## src/rtl/xbar_pkg.sv

```systemverilog
package xbar_pkg;

    // Default geometry of the switch
    localparam int unsigned DEF_N_IN  = 16;
    localparam int unsigned DEF_N_OUT = 8;
    localparam int unsigned DEF_N_CTX = 4;

    // Selector width able to name any of n inputs (at least one bit)
    function automatic int unsigned sel_width(input int unsigned n);
        int unsigned w;
        w = 1;
        while ((1 << w) < n) begin
            w = w + 1;
        end
        return w;
    endfunction

endpackage

```

## src/rtl/xbar_cfg_store.sv

```systemverilog
module xbar_cfg_store #(
    parameter int unsigned N_CTX = 4,
    parameter int unsigned CFG_W = 32,
    localparam int unsigned CTX_W = (N_CTX > 1) ? $clog2(N_CTX) : 1
) (
    input  logic             clk,
    input  logic             rst_n,
    input  logic             wr_en,
    input  logic [CTX_W-1:0] wr_ctx,
    input  logic [CFG_W-1:0] wr_word,
    input  logic [CTX_W-1:0] rd_ctx,
    output logic [CFG_W-1:0] rd_word
);

    typedef struct packed {
        logic [N_CTX-1:0][CFG_W-1:0] word;
    } store_t;

    store_t state_d;
    store_t state_q;

    always_comb begin
        state_d = state_q;
        for (int c = 0; c < N_CTX; c++) begin
            if (wr_en && (wr_ctx == CTX_W'(c))) begin
                state_d.word[c] = wr_word;
            end
        end
    end

    always_ff @(posedge clk) begin
        if (!rst_n) begin
            state_q <= '0;
        end else begin
            state_q <= state_d;
        end
    end

    // Combinational read of the active context
    assign rd_word = state_q.word[rd_ctx];

endmodule

```

## src/rtl/xbar_sel_decode.sv

```systemverilog
module xbar_sel_decode #(
    parameter int unsigned N_IN  = 16,
    parameter int unsigned N_OUT = 8,
    parameter int unsigned SEL_W = 4,
    localparam int unsigned CFG_W = N_OUT * SEL_W
) (
    input  logic [CFG_W-1:0]            word,
    output logic [N_OUT-1:0][N_IN-1:0]  en
);

    for (genvar k = 0; k < N_OUT; k++) begin : g_out
        logic [SEL_W-1:0] field;
        assign field = word[k*SEL_W +: SEL_W];

        always_comb begin
            en[k] = '0;
            for (int j = 0; j < N_IN; j++) begin
                en[k][j] = (field == SEL_W'(j));
            end
        end
    end

endmodule

```

## src/rtl/xbar_or_plane.sv

```systemverilog
module xbar_or_plane #(
    parameter int unsigned N_IN  = 16,
    parameter int unsigned N_OUT = 8
) (
    input  logic [N_IN-1:0]             din,
    input  logic [N_OUT-1:0][N_IN-1:0]  en,
    output logic [N_OUT-1:0]            dout
);

    for (genvar k = 0; k < N_OUT; k++) begin : g_out
        assign dout[k] = |(en[k] & din);
    end

endmodule

```

## src/rtl/ctx_xbar.sv

```systemverilog
module ctx_xbar
    import xbar_pkg::*;
#(
    parameter int unsigned N_IN  = DEF_N_IN,
    parameter int unsigned N_OUT = DEF_N_OUT,
    parameter int unsigned N_CTX = DEF_N_CTX,
    localparam int unsigned SEL_W = sel_width(N_IN),
    localparam int unsigned CFG_W = N_OUT * SEL_W,
    localparam int unsigned CTX_W = (N_CTX > 1) ? $clog2(N_CTX) : 1
) (
    input  logic             clk,
    input  logic             rst_n,
    input  logic [CTX_W-1:0] ctx_sel,
    input  logic [N_IN-1:0]  din,
    input  logic             prog_we,
    input  logic [CTX_W-1:0] prog_ctx,
    input  logic [CFG_W-1:0] prog_word,
    output logic [N_OUT-1:0] dout
);

    logic [CFG_W-1:0]            act_word;
    logic [N_OUT-1:0][N_IN-1:0]  sel_en;

    xbar_cfg_store #(
        .N_CTX (N_CTX),
        .CFG_W (CFG_W)
    ) u_store (
        .clk     (clk),
        .rst_n   (rst_n),
        .wr_en   (prog_we),
        .wr_ctx  (prog_ctx),
        .wr_word (prog_word),
        .rd_ctx  (ctx_sel),
        .rd_word (act_word)
    );

    xbar_sel_decode #(
        .N_IN  (N_IN),
        .N_OUT (N_OUT),
        .SEL_W (SEL_W)
    ) u_dec (
        .word (act_word),
        .en   (sel_en)
    );

    xbar_or_plane #(
        .N_IN  (N_IN),
        .N_OUT (N_OUT)
    ) u_or (
        .din  (din),
        .en   (sel_en),
        .dout (dout)
    );

endmodule

```

## config.mk

```make
export PLATFORM = sky130hd
export DESIGN_NAME = ctx_xbar
export DESIGN_NICKNAME = d
export VERILOG_FILES = /design/src/rtl/xbar_pkg.sv /design/src/rtl/xbar_cfg_store.sv /design/src/rtl/xbar_sel_decode.sv /design/src/rtl/xbar_or_plane.sv /design/src/rtl/ctx_xbar.sv
export SDC_FILE = /design/constraint.sdc
export NUM_CORES = 1
export LEC_CHECK = 0
export ABC_CLOCK_PERIOD_IN_PS = 2200
export CAP_MARGIN = 5
export CORE_AREA = 2 2 112 114
export DETAILED_ROUTE_END_ITERATION = 10
export DIE_AREA = 0 0 114 116
export GPL_TIMING_DRIVEN = 0
export PLACE_DENSITY = 0.83
export SLEW_MARGIN = 5
export SYNTH_ARGS = -nofsm -noshare
export SYNTH_HDL_FRONTEND = slang
export SYNTH_SLANG_ARGS = --single-unit
```

## constraint.sdc

```tcl
create_clock -name clk -period 2.2 [get_ports clk]
set_clock_uncertainty 0.1 [all_clocks]
set_input_delay 0.22 -clock clk [delete_from_list [all_inputs] [get_ports clk]]
set_output_delay 0.22 -clock clk [all_outputs]
set_load 0.05 [all_outputs]
```

==> impl_results.md <==
* Max-slew headroom at 56.0%
* Leak Pwr at 2.63 nW
* Post-DP HPWL at 13.4 mm
* Post-Syn Nets at 801
* Hold Crit Class: primary input to flop
* Final ANT Viol Nets at 0
* Final Cell Area at 8140 um^2
* Crit start category: flop
* Total Nets Final at 863
* Share of the synthesized area in the top cell type at 37.6%
* Pins Over Slew Limit at 0
* Die W at 114 um
* CTS tree: built
* Int Pwr at 4.49 mW
* FMAX at 378 MHz
* Post-Synth XOR/XNOR Area at 0%
* Die height at 116 um
* Least-Margin Pin Slew at 0.659 ns
* H-Tree Depth at 4
* Combinational Power Share at 14.9%
* Main flop type after synthesis: dfxtp_1
* Final Hold Fails at 0
* Post-DR wirelength/cell at 20.6 um
* Synth area leader: dfxtp_1
* Worst-path fanout max at 8
* Vias in the first global route at 6206
* CP dominant cell by count: mux2i_1
* Top Registers: u_store.state_q x128
* Slowest cell on crit path: mux4_2
* Starting Density at 57.2%
* Total CTS buffers at 17
* Most frequent cells after synthesis: nand2_1 (257), a21boi_0 (128), dfxtp_1 (128)
* Core box area at 11900 um^2
* Critical Path RT at 1.88 ns
* Mapped Area at 6820 um^2
* Sequential share of the synthesized area at 37.6%
* Largest Register: u_store.state_q
* Synth top area cells: dfxtp_1 (38%), mux2i_1 (18%), nand2_1 (14%)
* Most frequent cell after synthesis: nand2_1
* Clock share of power at 44.8%
* MaxCap Viol Count at 0
* Min cycle time layout at 2.65 ns
* Area grow syn2layout at 19.4%
* Unrepaired setup endpoints after global routing: yes
* Full die area at 13200 um^2
* CP arrival at 2.33 ns
* Seq pwr share at 40.4%
* Final period utilization at 120%
* Sw power at 1.55 mW
* Syn Inst Count at 746
* CP top delay family: multiplexers
* Site Rows at 40
* Avg Inst Size Synth at 9.14 um^2
* Ports at 63
* Clock transition at path regs at 0.06 ns
* GRT Resource Usage Total at 31.6%
* Share of cells above drive strength 1 at 12.0%
* Compound-Gate Fraction of Synth Area at 14.1%
* Residual DRC count at 0
* Final setup vio count at 8
* Main combinational cell family by area after synthesis: multiplexers
* First-pass GRT wire length at 31.4 mm
* Total routed wirelength at 19.9 mm
* Hold Buf Count CTS at 0
* Pwr/cell area at 742 nW/um^2
* Clk buf depth at 2
* Fraction of registers with async set/reset at 0%
* Outcome: finished with violations
* Max reg flops at 128
* Placed Area at 7540 um^2
* Iter 0 DRT Violations at 655
* Critical path endpoint category: output pin
* DRT Pass-1 Iters at 5
* Final WS setup at -0.447 ns
* Grt ovf at 0
* Placer Congestion at 0.860
* Simple logic cell fraction of the synthesized area at 14.9%
* YS warnings at 0
* Adder-cell share of the synthesized area at 0%
* Post-synth EDFFs at 0
* Failing checks: setup timing
* Critical Path, Cell by Cell: mux4_2 -> mux2i_2 -> mux2i_1 -> mux2i_1 -> mux2i_4 -> buf_6
* Switch share at 25.7%
* # diodes at 0
* Vias at 5924
* Max VDD drop at 0.000454 V
* Number of buffer and inverter stages on the critical path at 1
* Root Buffer: clkbuf_16
* Clk sinks at 128
* Tot Pwr at 6.04 mW
* Worst skew pair latency at 0.43 ns
* Mux contribution to synthesized area at 28.2%
* Initial antenna violation count at 0
* #FFs+latches synth at 128
* Via density at 6.13
* Post-synth cell types at 20
* Pin count of the biggest net entering global routing at 17
* CP Class: flop to output pin
* Port bufs at 44
* CP peak stage delay at 0.64 ns
[power by group through the flow]
stage          sequential [mW]  clock [mW]  combinational, mW
2_1_floorplan             2.47           0              0.574
3_3_place_gp              2.48           0              0.837
3_5_place_dp              2.48           0              0.863
4_1_cts                   2.43        2.70              0.883
5_1_grt                   2.44        2.81              0.950
6_report                  2.44        2.70              0.898
[per-stage QoR]
stage	setup slack [ns]	instances	setup TNS (ns)	hold slack (ns)	utilization, %
global placement	-1.65	937	-15.21	0.347	63.3
finish	-0.447	966	-2.86	0.187	68.3
floorplan	0.0200	746	0	0.265	-
global route	-0.481	966	-3.36	0.192	68.3
detailed placement	-1.69	937	-17.24	0.356	63.3
CTS	-0.422	966	-2.72	0.170	68.3
[area by class of cell]
| cell class | count | area (um^2) |
|---|---|---|
| Tap cell | 147 | 184 |
| Fill cell | 903 | 3770 |
| Clock buffer | 24 | 512 |
| Multi-Input combinational cell | 545 | 4010 |
| Clock inverter | 6 | 55.1 |
| Timing Repair Buffer | 45 | 457 |
| Sequential cell | 128 | 2570 |
| Buffer | 71 | 358 |
[layer usage]
| metal | up-vias | part of all wire, % | global-route usage (%) | wire (um) |
|---|---|---|---|---|
| met1 | 2853 | 39 | 38.0 | 7730 |
| met2 | 349 | 49 | 52.2 | 9710 |
| met3 | 59 | 8.8 | 6.49 | 1760 |
| li1 | 2663 | - | - | - |
| met5 | - | 0 | 0 | 0 |
| met4 | 0 | 3.5 | 19.7 | 692 |
[cells in the final DEF (no fill, tap or decap), drive strengths merged]
| cell | synthesis | routed |
|---|---|---|
| a21boi | 128 | 128 |
| and3 | 1 | 1 |
| and3b | 1 | 1 |
| buf | 20 | 27 |
| bufinv | 0 | 1 |
| clkbuf | 53 | 77 |
| clkdlybuf4s50 | 0 | 35 |
| clkinv | 0 | 5 |
| dfxtp | 128 | 128 |
| dlygate4sd2 | 0 | 1 |
| mux2i | 120 | 120 |
| mux4 | 32 | 32 |
| nand2 | 257 | 257 |
| nand3 | 1 | 1 |
| nand3b | 1 | 1 |
| nor2 | 1 | 1 |
| nor3b | 1 | 1 |
| or2 | 1 | 1 |
| or3b | 1 | 1 |
[final timing paths]
check / from / to / slack [ns] / cells after the start
max: u_store.state_q[108] / dout[3] / -0.45 / 6
min: rst_n / u_store.state_q[104] / 0.19 / 2
max reg2reg: u_store.state_q[45] / u_store.state_q[45] / 1.36 / 2
min reg2reg: u_store.state_q[99] / u_store.state_q[99] / 0.36 / 2
[cells by family (layout without fill, tap and decap cells)]
| group | Yosys count | after routing |
|---|---|---|
| and+or+nand+nor | 265 | 265 |
| AOI/OAI and AO/OA | 128 | 128 |
| muxes | 152 | 152 |
| buffers and inverters | 73 | 146 |
| DFF | 128 | 128 |
[timing repair]
action | in CTS | in global routing
resized for setup | 67 | 3
pin swaps | 0 | 0
setup endpoints to repair | 8 | 8
setup buffers | 1 | 0
cloned | 0 | 0
Note: power is estimated with default switching activity, not from simulation.
